==> src/rtl/sc_uart_pkg.sv <==
package sc_uart_pkg;
  typedef enum logic [1:0] {
    TX_IDLE,
    TX_FRAME,
    TX_GUARD,
    TX_EXTRA
  } tx_state_e;

  typedef enum logic [2:0] {
    RX_IDLE,
    RX_START,
    RX_BITS,
    RX_ERRWAIT,
    RX_ERRDRV,
    RX_STOP
  } rx_state_e;
endpackage

==> src/rtl/sc_uart_tx.sv <==
module sc_uart_tx
  import sc_uart_pkg::*;
#(
  parameter int DW  = 8,
  parameter int OSR = 16
) (
  input  logic          clk,
  input  logic          rst_n,
  input  logic          os_tick,
  input  logic          cfg_inverse,
  input  logic          cfg_errsig_en,
  input  logic          load,
  input  logic [DW-1:0] load_data,
  input  logic          line_in,
  output logic          busy,
  output logic          drive_en,
  output logic          drive_val,
  output logic          err,
  output logic          done
);
  localparam int CW = $clog2(OSR);
  localparam int BW = $clog2(DW + 2);
  localparam logic [CW-1:0] LAST = CW'(OSR - 1);
  localparam logic [CW-1:0] MID  = CW'(OSR / 2 - 1);
  localparam logic [BW-1:0] PAR_IDX = BW'(DW + 1);

  tx_state_e     state;
  logic [CW-1:0] cnt;
  logic [BW-1:0] bidx;
  logic [DW-1:0] shreg;
  logic [DW-1:0] line_word;
  logic          par_line;
  logic          par_q;

  // Line image of the byte: bit 0 goes out first.
  always_comb begin
    for (int i = 0; i < DW; i++) begin
      line_word[i] = cfg_inverse ? ~load_data[DW-1-i] : load_data[i];
    end
    par_line = cfg_inverse ? ~(^load_data) : (^load_data);
  end

  assign busy     = (state != TX_IDLE);
  assign drive_en = (state == TX_FRAME);
  assign drive_val = (bidx == '0)     ? 1'b0 :
                     (bidx == PAR_IDX) ? par_q : shreg[0];

  always_ff @(posedge clk or negedge rst_n) begin
    if (!rst_n) begin
      state <= TX_IDLE;
      cnt   <= '0;
      bidx  <= '0;
      shreg <= '0;
      par_q <= 1'b0;
      err   <= 1'b0;
      done  <= 1'b0;
    end else begin
      done <= 1'b0;
      case (state)
        TX_IDLE: begin
          if (load) begin
            shreg <= line_word;
            par_q <= par_line;
            bidx  <= '0;
            cnt   <= '0;
            err   <= 1'b0;
            state <= TX_FRAME;
          end
        end
        TX_FRAME: begin
          if (os_tick) begin
            if (cnt == LAST) begin
              cnt <= '0;
              if (bidx == PAR_IDX) begin
                state <= TX_GUARD;
              end else begin
                if (bidx != '0) shreg <= shreg >> 1;
                bidx <= bidx + BW'(1);
              end
            end else begin
              cnt <= cnt + CW'(1);
            end
          end
        end
        TX_GUARD: begin
          if (os_tick) begin
            if (cnt == MID && !line_in) err <= 1'b1;
            if (cnt == LAST) begin
              cnt <= '0;
              if (cfg_errsig_en) begin
                state <= TX_EXTRA;
              end else begin
                done  <= 1'b1;
                state <= TX_IDLE;
              end
            end else begin
              cnt <= cnt + CW'(1);
            end
          end
        end
        TX_EXTRA: begin
          if (os_tick) begin
            if (cnt == MID) begin
              done  <= 1'b1;
              state <= TX_IDLE;
            end else begin
              cnt <= cnt + CW'(1);
            end
          end
        end
        default: state <= TX_IDLE;
      endcase
    end
  end
endmodule

==> src/rtl/sc_uart_rx.sv <==
module sc_uart_rx
  import sc_uart_pkg::*;
#(
  parameter int DW  = 8,
  parameter int OSR = 16
) (
  input  logic          clk,
  input  logic          rst_n,
  input  logic          os_tick,
  input  logic          cfg_inverse,
  input  logic          cfg_errsig_en,
  input  logic          listen,
  input  logic          line_in,
  output logic          idle,
  output logic          drive_low,
  output logic          done,
  output logic [DW-1:0] byte_out,
  output logic          parity_bad
);
  localparam int CW = $clog2(OSR);
  localparam int BW = $clog2(DW + 1);
  localparam logic [CW-1:0] LAST = CW'(OSR - 1);
  localparam logic [CW-1:0] MID  = CW'(OSR / 2 - 1);
  localparam logic [BW-1:0] PAR_IDX = BW'(DW);

  rx_state_e     state;
  logic [CW-1:0] cnt;
  logic [BW-1:0] bidx;
  logic [DW-1:0] shreg;
  logic          bad_now;

  // Even parity over the logical byte plus the logical parity bit.
  assign bad_now   = (^shreg) ^ (cfg_inverse ? ~line_in : line_in);
  assign idle      = (state == RX_IDLE);
  assign drive_low = (state == RX_ERRDRV);
  assign byte_out  = shreg;

  always_ff @(posedge clk or negedge rst_n) begin
    if (!rst_n) begin
      state      <= RX_IDLE;
      cnt        <= '0;
      bidx       <= '0;
      shreg      <= '0;
      done       <= 1'b0;
      parity_bad <= 1'b0;
    end else begin
      done <= 1'b0;
      case (state)
        RX_IDLE: begin
          if (listen && os_tick && !line_in) begin
            cnt   <= '0;
            state <= RX_START;
          end
        end
        RX_START: begin
          if (os_tick) begin
            if (cnt == MID) begin
              cnt   <= '0;
              bidx  <= '0;
              state <= line_in ? RX_IDLE : RX_BITS;
            end else begin
              cnt <= cnt + CW'(1);
            end
          end
        end
        RX_BITS: begin
          if (os_tick) begin
            if (cnt == LAST) begin
              cnt <= '0;
              if (bidx == PAR_IDX) begin
                done       <= 1'b1;
                parity_bad <= bad_now;
                state      <= (bad_now && cfg_errsig_en) ? RX_ERRWAIT : RX_STOP;
              end else begin
                shreg <= cfg_inverse ? {shreg[DW-2:0], ~line_in}
                                     : {line_in, shreg[DW-1:1]};
                bidx  <= bidx + BW'(1);
              end
            end else begin
              cnt <= cnt + CW'(1);
            end
          end
        end
        RX_ERRWAIT: begin
          if (os_tick) begin
            if (cnt == MID) begin
              cnt   <= '0;
              state <= RX_ERRDRV;
            end else begin
              cnt <= cnt + CW'(1);
            end
          end
        end
        RX_ERRDRV, RX_STOP: begin
          if (os_tick) begin
            if (cnt == LAST) begin
              cnt   <= '0;
              state <= RX_IDLE;
            end else begin
              cnt <= cnt + CW'(1);
            end
          end
        end
        default: state <= RX_IDLE;
      endcase
    end
  end
endmodule

==> src/rtl/sc_uart_rx_slot.sv <==
module sc_uart_rx_slot #(
  parameter int DW = 8
) (
  input  logic          clk,
  input  logic          rst_n,
  input  logic          in_valid,
  input  logic [DW-1:0] in_data,
  output logic          out_valid,
  output logic [DW-1:0] out_data,
  input  logic          out_ready
);
  always_ff @(posedge clk or negedge rst_n) begin
    if (!rst_n) begin
      out_valid <= 1'b0;
      out_data  <= '0;
    end else if (in_valid && (!out_valid || out_ready)) begin
      out_valid <= 1'b1;
      out_data  <= in_data;
    end else if (out_valid && out_ready) begin
      out_valid <= 1'b0;
    end
  end
endmodule

==> src/rtl/sc_uart.sv <==
module sc_uart #(
  parameter int DW  = 8,
  parameter int OSR = 16
) (
  input  logic          clk,
  input  logic          rst_n,
  input  logic          os_tick,
  input  logic          cfg_inverse,
  input  logic          cfg_errsig_en,
  input  logic [DW-1:0] tx_data,
  input  logic          tx_valid,
  output logic          tx_ready,
  output logic [DW-1:0] rx_data,
  output logic          rx_valid,
  input  logic          rx_ready,
  input  logic          pad_in,
  output logic          pad_out,
  output logic          pad_oe,
  output logic          tx_err,
  output logic          tx_done_irq,
  output logic          rx_parity_err,
  output logic          rx_done_irq
);
  logic          tx_busy;
  logic          tx_drive;
  logic          tx_level;
  logic          rx_idle;
  logic          rx_drive_low;
  logic [DW-1:0] rx_byte;

  assign tx_ready = !tx_busy && rx_idle;

  sc_uart_tx #(.DW(DW), .OSR(OSR)) u_tx (
    .clk          (clk),
    .rst_n        (rst_n),
    .os_tick      (os_tick),
    .cfg_inverse  (cfg_inverse),
    .cfg_errsig_en(cfg_errsig_en),
    .load         (tx_valid && tx_ready),
    .load_data    (tx_data),
    .line_in      (pad_in),
    .busy         (tx_busy),
    .drive_en     (tx_drive),
    .drive_val    (tx_level),
    .err          (tx_err),
    .done         (tx_done_irq)
  );

  sc_uart_rx #(.DW(DW), .OSR(OSR)) u_rx (
    .clk          (clk),
    .rst_n        (rst_n),
    .os_tick      (os_tick),
    .cfg_inverse  (cfg_inverse),
    .cfg_errsig_en(cfg_errsig_en),
    .listen       (!tx_busy),
    .line_in      (pad_in),
    .idle         (rx_idle),
    .drive_low    (rx_drive_low),
    .done         (rx_done_irq),
    .byte_out     (rx_byte),
    .parity_bad   (rx_parity_err)
  );

  sc_uart_rx_slot #(.DW(DW)) u_slot (
    .clk      (clk),
    .rst_n    (rst_n),
    .in_valid (rx_done_irq),
    .in_data  (rx_byte),
    .out_valid(rx_valid),
    .out_data (rx_data),
    .out_ready(rx_ready)
  );

  assign pad_oe  = tx_drive | rx_drive_low;
  assign pad_out = tx_drive ? tx_level : 1'b0;
endmodule

==> config.mk <==
export PLATFORM = sky130hd
export DESIGN_NAME = sc_uart
export DESIGN_NICKNAME = d
export VERILOG_FILES = /design/src/rtl/sc_uart_pkg.sv /design/src/rtl/sc_uart_tx.sv /design/src/rtl/sc_uart_rx.sv /design/src/rtl/sc_uart_rx_slot.sv /design/src/rtl/sc_uart.sv
export SDC_FILE = /design/constraint.sdc
export NUM_CORES = 1
export LEC_CHECK = 0
export ABC_AREA = 1
export BUFFER_PORTS_ARGS = -buffer_cell sky130_fd_sc_hd__buf_4
export CORE_MARGIN = 4
export CORE_UTILIZATION = 50
export CTS_BUF_LIST = sky130_fd_sc_hd__clkbuf_2
export CTS_CLUSTER_DIAMETER = 40
export DETAILED_ROUTE_END_ITERATION = 12
export GPL_ROUTABILITY_DRIVEN = 0
export HOLD_SLACK_MARGIN = 0.06
export PLACE_DENSITY = 0.7
export SYNTH_ARGS = -nofsm -noshare
export SYNTH_HDL_FRONTEND = slang
export SYNTH_SLANG_ARGS = --single-unit
==> constraint.sdc <==
create_clock -name clk -period 2.75 [get_ports clk]
set_input_delay 0.4125 -clock clk [delete_from_list [all_inputs] [get_ports clk]]
set_output_delay 0.4125 -clock clk [all_outputs]
set_load 0.005 [all_outputs]
# Word-level counts from Yosys, hierarchy flattened
# Index checks and enable logic that the tools add are counted.
# classes
add_sub_neg,4
eq_ne,40
mux,81
bitwise_logic,13
n_reduce_logical,39
# op_table
operator,n
$mux W4,18
$mux W8,6
$mux W3,11
$ne A2 B1 Y1 const B,16
$mux W1,27
$pmux W4 S3,2
$mux W2,10
$ne A2 B2 Y1 const B,10
$reduce_and A4 Y1,5
$add A4 B1 Y4 const B,4
$eq A4 B4 Y1 const B,4
$pmux W4 S2,2
$pmux W8 S2,1
$reduce_xor A8 Y1,2
$pmux W3 S5,1
$reduce_and A6 Y1,2
$not A1 Y1,11
$reduce_and A10 Y1,1
$reduce_bool A2 Y1,5
$eq A4 B3 Y1 const B,2
$logic_and A1 B1 Y1,8
$pmux W2 S4,1
$reduce_and A8 Y1,1
$eq A3 B2 Y1 const B,2
other kinds (18),25
# word_totals
register_bits,51
input_bits,16
word_cells,192

# Logic depth before layout (Yosys ltp)
# Gate-level depths: netlist of run 1.
# logic_depth
word_depth,9
depth_mapped,13
depth_no_buf,13

# Hierarchy
# From an unflattened synthesis of run 1, not the netlist that was laid out.
# unflattened
cells_unflattened,459
hier_area_um2,3433.3
# modules_own_cells
mod,n_inst,cells_per_inst,area_each_um2,seq_area_each_um2
sc_uart_tx,1,218,1612.8,525.5
sc_uart_rx,1,195,1413.9,525.5
sc_uart_rx_slot,1,38,369.1,225.2
sc_uart,1,8,37.5,0.0

# Least setup slack after synthesis of run 1
# Ideal clock, no wire load.
# synth_path
path_type,register to output
from,register u_tx.state[1]
to,output pad_out
arrival_ns,1.466
required_ns,2.338
setup_slack_ns,0.872
path_stages_with_launch,6
path_buffers,1
cell_sequence,dfrtp_1 -> inv_1 -> ha_1 -> buf_4 -> clkinv_1 -> a2111oi_0
# synth_between
elab_chain_cells,2
# synth_rtl
item,line_no,source
from (decl),sc_uart_tx.sv:27,tx_state_e state;
from (signal assigned),sc_uart_tx.sv:50,state <= TX_IDLE;
from (signal assigned),sc_uart_tx.sv:67,state <= TX_FRAME;
from (signal assigned),sc_uart_tx.sv:75,state <= TX_GUARD;
$eq A2 B1 Y1,sc_uart_tx.sv:44,assign drive_en = (state == TX_FRAME);
$mux W1,sc_uart.sv:75,assign pad_out = tx_drive ? tx_level : 1'b0;
to (decl),sc_uart.sv:17,"output logic pad_out,"
# Every way passes these cells.

# Worst setup path in the final report of run 1
# Same ends and word-level chain as after synthesis.

==> reports/qor.yml, run 1 <==
yosys:
  synth_flop_cell: "dfrtp_1"
  synth_cell_type_count: 45
  ys_ff_latch: 51
  async_reset_ff_share_pct: 100
  ys_seq_area_share_pct: 42.0
  yosys.area.top_type_share_pct: 42.0
  synth_cells: 397
  synthTopCellsByArea: "dfrtp_1 (42%), nand2_1 (15%), o21ai_0 (8.6%)"
  yosys.area.top_type: "dfrtp_1"
  syn-num-nets: 425
  synth_edf_count: 0
  synth_common_cells: "nand2_1 (121), o21ai_0 (52), dfrtp_1 (51)"
  ys_warn_count: 0
  synth.most_common_cell: "nand2_1"
  syn_avg_cell_area_um2: 7.66
  syn_area_um2: 3040
worst_setup_path:
  cp_data_arrival_time_ps: 2110
  path_cells: "inv_1 -> ha_1 -> buf_4 -> clkinv_1 -> a2111oi_0 -> buf_4"
  path_max_fanout: 9
  max_stage_delay_ps: 490
  critPathKind: "reg2out"
  crit_required_ps: 2340
  cpMostUsedCell: "buf_4"
  crit_path_end_kind: "output port"
  slowest_stage: "dfrtp_1"
  crit_buf_inv: 4
  critPathLaunchType: "flip-flop"
  critical-path-top-delay-family: "buffers and inverters"
sta:
  max_slew_margin_pct: 57.3
  fin_crit_sh_pct: 91.7
  rsz0062_at_grt: "no"
  period_minus_slack_ps: 2520
  fmax_mhz: 397
  setup_slack_ps: 228
  fin_setup_tns_ps: 0
  tightest_slew_ps: 640
  hold_viol: 0
  setup_viol: 0
  slew_violations: 0
  clock_skew_ps: 13.5
  hold_ws_ps: 202
cells_and_area:
  nets: 458
  fill_cells: 572
  finalNonFillerCells: 506
  drive_above_1_share_pct: 13.9
  final-seq-area_um2: 1280
  design_area_um2: 3440
  n_antenna_cell: 0
  syn_to_final_growth_pct: 13.2
  multi_input_area_um2: 1540
routing:
  firstDrtPassIters: 4
  viasPerCell: 5.11
  drc: 0
  first_iter_violations: 111
  antenna_left: 0
  totalWireLength_mm: 5.94
  vias: 2588
  wl_per_cell_um: 11.7
place:
  portBuffers: 31
  place_inst: 497
  placed_area_um2: 3340
  place_ws_ps: 738
  post-dp-hpwl_mm: 4.52
pwr:
  power_frac_comb_pct: 43.9
  p_sw_w: 0.00112
  p_int_w: 0.00157
  peakVddDrop_uv: 493
  seqPwrFrac_pct: 38.1
  power_density_nw_per_um2: 782
  clockPowerShare_pct: 17.9
  p_leak_nw: 1.75
  swShare_pct: 41.5
cts:
  cts-root-buf: "clkbuf_2"
  h-tree-depth: 2
  clk_pin_slew_ps: 260
  cts_buffers: 5
  clockBufferDepth: 2
  tritoncts: "yes"
  clkLatencyLatePin_ps: 430
  clock_sinks: 51
die:
  die_area_um2: 7390
  die_y_um: 86.0
  coreArea_um2: 5920
  row_count: 28
  start_util_pct: 51.3
  die_w_um: 86.0
  io_pins: 32
run_status:
  status: "completed"
grt:
  grt_use_total_pct: 17.5
  grt_pass1_vias: 2374
  grt_max_degree: 52
  gr-total-overflow: 0
  grt_pass1_wl_mm: 10.5
  antenna_found_initial: 0
flow_run:
  maxCapViolCount: 0
min_path:
  hold_class: "in2reg"
[final cells by class]
cell class                      instances  share of cell area, %
Inverter                               47                   5.13
Clock inverter                          3                   1.96
Timing Repair Buffer                   34                   7.49
Clock buffer                            5                  0.727
Multi-Input combinational cell        291                   44.9
Sequential cell                        51                   37.1
Tap cell                               75                   2.73
[worst min-delay path, stage by stage]
cell and delay [ps]:
buf_4 70, inv_1 30, nand2_1 70, nand2_1 50
[power groups by stage]
stage | logic, W | registers, W | clock network [W]
after floorplan | 0.000924 | 0.00101 | 0
after global routing | 0.00137 | 0.00105 | 0.000521
after detailed placement | 0.00118 | 0.00104 | 0
final | 0.00118 | 0.00103 | 0.000482
after CTS | 0.00119 | 0.00103 | 0.000498
after global placement | 0.00115 | 0.00103 | 0
[routing by layer]
layer  vias to the layer above  wire length [um]  global-route usage, %
met1                      1185              2900                   24.2
met5                         -                 0                      0
met4                         0                97                   4.75
met3                         9               244                   3.17
met2                        44              2690                   28.0
li1                       1350                 -                      -
[per-stage QoR]
| stage | power [W] | util [%] |
|---|---|---|
| after floorplan | 0.00194 | - |
| after global placement | 0.00218 | 56.4 |
| after detailed placement | 0.00222 | 56.4 |
| after CTS | 0.00272 | 58.1 |
| after global routing | 0.00295 | 58.1 |
| final | 0.00269 | 58.1 |
[registers in the layout, summed over array words and instances, names as in the netlist, 2 cells and up]
| register | count |
|---|---|
| u_rx.cnt | 4 |
| u_tx.state | 2 |
| u_rx.bidx | 4 |
| u_rx.byte_out | 8 |
| u_tx.bidx | 4 |
| u_slot.out_data | 8 |
| u_tx.shreg | 8 |
| u_rx.state | 3 |
| u_tx.cnt | 4 |
[cells by family (layout without fill, tap and decap cells)]
kind of cell / after synthesis / in the layout / synth area share [%]
flops: 51 / 51 / 42.0
buf+inv: 55 / 89 / 7.20
simple gates: 183 / 183 / 26.8
fa+ha+maj: 12 / 12 / 4.94
compound gates: 85 / 85 / 15.8
xor+xnor: 9 / 9 / 2.59
mux: 2 / 2 / 0.700
[cells in the final DEF (no fill, tap or decap), types with 4 or more instances in the layout]
| cell | instances |
|---|---|
| a21oi_1 | 16 |
| buf_4 | 33 |
| clkbuf_2 | 5 |
| dfrtp_1 | 51 |
| ha_1 | 12 |
| inv_1 | 46 |
| nand2_1 | 121 |
| nand3_1 | 18 |
| nor2_1 | 24 |
| o21ai_0 | 52 |
| xnor2_1 | 4 |
| xor2_1 | 5 |
[path summary, 6_finish.rpt]
kind,start,end,slack [ps],cells after the start
worst min-delay path,rx_ready,u_slot.out_valid,200,4
worst max-delay path,u_tx.state[1],pad_out,230,6
min in group asynchronous,rst_n,u_slot.out_data[7],490,2
worst max register to register,u_tx.state[0],u_tx.shreg[4],720,10
worst min register to register,u_rx.bidx[3],u_rx.bidx[3],510,1
max in group asynchronous,rst_n,u_rx.cnt[3],1820,2
[repair_timing]
| action | 4_1_cts | 5_1_grt |
|---|---|---|
| setup buffers | 0 | 0 |
| hold buffers | 1 | 0 |
| endpoints found under the hold margin | 51 | 0 |
| gates resized for setup | 0 | 0 |
(Power assumes the default switching activity.)
==> run 2, diff against run 1 <==
- CORE_UTILIZATION: 50 -> 35
- PLACE_DENSITY: 0.7 -> not set
==> reports/qor.yml, run 2 (same netlist as run 1, synthesis figures left out) <==
routing:
  wl_per_cell_um: 11.5
  vias: 2560
  first_iter_violations: 83
  totalWireLength_mm: 6.14
  drc: 0
  viasPerCell: 4.78
  firstDrtPassIters: 5
  antenna_left: 0
flow_run:
  maxCapViolCount: 0
sta:
  setup_slack_ps: 184
  period_minus_slack_ps: 2570
  max_slew_margin_pct: 57.3
  fin_setup_tns_ps: 0
  hold_viol: 0
  fmax_mhz: 390
  rsz0062_at_grt: "no"
  fin_crit_sh_pct: 93.3
  setup_viol: 0
  slew_violations: 0
  clock_skew_ps: 33.5
  tightest_slew_ps: 641
worst_setup_path:
  path_cells: "inv_1 -> ha_1 -> clkinv_1 -> buf_4 -> a2111oi_1 -> buf_4"
  cpMostUsedCell: "buf_4"
  cp_data_arrival_time_ps: 2150
  crit_path_end_kind: "output port"
  critPathLaunchType: "flip-flop"
  critical-path-top-delay-family: "buffers and inverters"
  max_stage_delay_ps: 500
  critPathKind: "reg2out"
  crit_required_ps: 2340
  path_max_fanout: 16
  slowest_stage: "dfrtp_1"
  crit_buf_inv: 4
die:
  row_count: 33
  start_util_pct: 36.4
  die_area_um2: 10200
  die_w_um: 101
  io_pins: 32
  coreArea_um2: 8340
  die_y_um: 101
cells_and_area:
  nets: 458
  syn_to_final_growth_pct: 13.8
  n_antenna_cell: 0
  final_cell_mix: "nand2_1 (121), o21ai_0 (52), dfrtp_1 (51), inv_1 (46), buf_4 (33)"
  design_area_um2: 3460
  final_util_pct: 41.5
  mostFrequentLayoutCell: "nand2_1"
  fill_cells: 833
  drive_above_1_share_pct: 13.9
cts:
  tritoncts: "yes"
  cts_buffers: 5
  postCtsSetupBuffers: 0
  cts-root-buf: "clkbuf_2"
  clkLatencyLatePin_ps: 440
  clock_sinks: 51
  h-tree-depth: 2
  clockBufferDepth: 2
  clk_pin_slew_ps: 290
pwr:
  power_frac_comb_pct: 45.0
  power_density_nw_per_um2: 757
  p_sw_w: 0.00113
  seqPwrFrac_pct: 39.2
  swShare_pct: 43.1
  peakVddDrop_uv: 360
  p_int_w: 0.00149
  p_leak_nw: 1.74
  clockPowerShare_pct: 15.7
min_path:
  hold_class: "in2reg"
grt:
  grt_pass1_vias: 2347
  grt_max_degree: 52
  gr-total-overflow: 0
  antenna_found_initial: 0
  grt_use_total_pct: 12.6
  grt_pass1_wl_mm: 10.7
place:
  placed_area_um2: 3380
  portBuffers: 31
  place_ws_ps: 661
  post-dp-hpwl_mm: 4.66
run_status:
  status: "completed"
==> run 2: tightest hold or removal path, cell delays in order <==
cell	delay, ps
buf_4	70
inv_1	30
nand2_1	60
nand2_1	50
==> run 2: per-stage QoR <==
stage | power (W) | hold slack, ps | cells
finish | 0.00262 | 162 | 536
global route | 0.00287 | 146 | 536
CTS | 0.00265 | 130 | 536
detailed placement | 0.00222 | 476 | 527
global placement | 0.00220 | 469 | 527
floorplan | 0.00194 | 117 | 397
==> run 2: worst paths after layout <==
path                                    end  slack [ps]     startpoint  cells after the start
setup / recovery                    pad_out         180  u_tx.state[1]                      6
min in group asynchronous  u_slot.out_valid         480          rst_n                      2
max in group asynchronous       u_rx.cnt[2]        1820          rst_n                      2
hold reg to reg                u_rx.bidx[3]         500   u_rx.bidx[3]                      1
setup reg to reg              u_tx.shreg[4]         670  u_tx.state[0]                     10
hold / removal             u_slot.out_valid         160       rx_ready                      4
==> run 2: power by group through the flow <==
stage | clock network [W] | registers, W | logic, W
after floorplan | 0 | 0.00101 | 0.000924
after global placement | 0 | 0.00104 | 0.00116
after detailed placement | 0 | 0.00104 | 0.00118
after CTS | 0.000435 | 0.00103 | 0.00119
after global routing | 0.000462 | 0.00105 | 0.00136
final | 0.000412 | 0.00103 | 0.00118
==> run 2: what timing repair did <==
item / in CTS / in global routing
resized for setup: 0 / 1
setup endpoints to repair: 0 / 1
hold buffers: 1 / 0
endpoints found under the hold margin: 51 / 0
==> run 2: layout make-up <==
cell class	instances	area (um2)	area share [%]
timing repair buffer	34	258	7.45
inverter	47	176	5.10
multi-input combinational	291	1550	44.7
sequential	51	1280	36.9
clock buffer	5	25.0	0.724
tap	105	131	3.80
clock inverter	3	46.3	1.34
==> run 2: routing by layer <==
layer | wire length (um) | GRT usage (%)
met1 | 3160 | 18.0
met2 | 2660 | 19.9
met3 | 301 | 2.62
met4 | 25 | 2.45
met5 | 0 | 0
==> run 3, diff against run 2 <==
- CELL_PAD_IN_SITES_DETAIL_PLACEMENT: not set -> 1
- CELL_PAD_IN_SITES_GLOBAL_PLACEMENT: not set -> 2
- PLACE_DENSITY_LB_ADDON: not set -> 0.1
==> reports/qor.yml, run 3 (same netlist as run 1, synthesis figures left out) <==
worst_setup_path:
  cp_data_arrival_time_ps: 2030
  path_max_fanout: 4
  crit_required_ps: 2340
  critPathKind: "reg2out"
  critPathLaunchType: "flip-flop"
  crit_path_end_kind: "output port"
grt:
  grt_pass1_vias: 2659
  grt_pass1_wl_mm: 12.8
  grt_max_degree: 52
  antenna_found_initial: 0
  gr-total-overflow: 0
  grt_use_total_pct: 15.4
flow_run:
  maxCapViolCount: 0
cts:
  clk_pin_slew_ps: 290
  cts_buffers: 5
  clockBufferDepth: 2
  tritoncts: "yes"
  cts_resized: 0
  clock_sinks: 51
  postCtsSetupBuffers: 0
  cts-root-buf: "clkbuf_2"
  h-tree-depth: 2
  clkLatencyLatePin_ps: 460
cells_and_area:
  n_antenna_cell: 0
  drive_above_1_share_pct: 13.5
  mostFrequentLayoutCell: "nand2_1"
  syn_to_final_growth_pct: 12.7
  final_cell_mix: "nand2_1 (121), o21ai_0 (52), dfrtp_1 (51), inv_1 (46), buf_4 (33)"
  nets: 458
  final_util_pct: 41.1
sta:
  setup_viol: 0
  fin_crit_sh_pct: 88.8
  max_slew_margin_pct: 54.4
  fmax_mhz: 409
  hold_ws_ps: 195
  period_minus_slack_ps: 2440
  fin_setup_tns_ps: 0
  clock_skew_ps: 43.4
  rsz0062_at_grt: "no"
  tightest_slew_ps: 684
  slew_violations: 0
  hold_viol: 0
routing:
  totalWireLength_mm: 7.25
  antenna_left: 0
  first_iter_violations: 41
  firstDrtPassIters: 4
  wl_per_cell_um: 13.5
  viasPerCell: 4.88
  vias: 2617
  drc: 0
pwr:
  p_leak_nw: 1.73
  peakVddDrop_uv: 422
  power_density_nw_per_um2: 745
die:
  row_count: 33
  coreArea_um2: 8340
  die_area_um2: 10200
  start_util_pct: 36.4
  die_y_um: 101
  die_w_um: 101
  io_pins: 32
place:
  portBuffers: 31
  post-dp-hpwl_mm: 5.54
min_path:
  hold_class: "in2reg"
run_status:
  status: "completed"
run 3: cell types whose count changed in the layout (fill, tap and decap cells not counted):
cell	change
inv_6	-1
bufinv_16	-1
a2111oi_0	+1
clkinv_1	+2
a2111oi_1	-1
run 3: layout make-up:
class / instances / area [um2]
fillers: 1055 / 4910
multi-input cells: 291 / 1540
flip-flops and latches: 51 / 1280
repair buffers: 34 / 258
inverters: 47 / 176
well taps: 105 / 131
clock buffers: 5 / 25.0
clock inverters: 3 / 15.0
run 3: metrics by stage:
step                      total power (W)  cells  cell area (um2)  setup WS, ps
after floorplan                   0.00194    397             3040           872
after detailed placement          0.00227    527             3380           719
final                             0.00255    536             3430           307
after CTS                         0.00259    536             3430           250
after global routing              0.00284    536             3430           152
after global placement            0.00224    527             3380           792
run 3: where the power goes:
part / leakage (nW) / switching (W) / internal, W
clock network: 0.0241 / 0.000258 / 0.0000565
logic: 1.04 / 0.000782 / 0.000428
registers: 0.659 / 0.000123 / 0.000906
total: 1.73 / 0.00116 / 0.00139
run 3: worst max-delay path: stages (launching register included):
cell       delay [ps]
dfrtp_1           490
inv_1              90
ha_1              190
nor3b_1           180
a2111oi_0         430
buf_4             190
run 3: worst paths after layout:
| kind | startpoint | slack (ps) | to | cells after the start |
|---|---|---|---|---|
| worst max-delay path | u_tx.bidx[0] | 310 | pad_out | 5 |
| worst min-delay path | rx_ready | 190 | u_slot.out_valid | 4 |
| worst max register to register | u_tx.state[1] | 670 | u_tx.shreg[4] | 10 |
| worst min register to register | u_rx.bidx[3] | 510 | u_rx.bidx[3] | 1 |
| max in group asynchronous | rst_n | 1760 | u_rx.bidx[2] | 2 |
| min in group asynchronous | rst_n | 460 | u_slot.out_data[4] | 2 |
run 3: what timing repair did:
| item | in CTS | in global routing |
|---|---|---|
| setup endpoints to repair | 0 | 0 |
| hold endpoints to repair | 51 | 0 |
| hold buffers | 1 | 0 |
run 3: metal layers:
metal  global-route usage [%]  wire length (um)  vias to the layer above  part of all wire, %
met5                        0                 0                        -                    0
met3                     2.96               282                        5                  3.9
met4                     3.37                68                        0                 0.94
met2                     24.8              3270                       32                   45
met1                     21.7              3630                     1232                   50
li1                         -                 -                     1348                    -
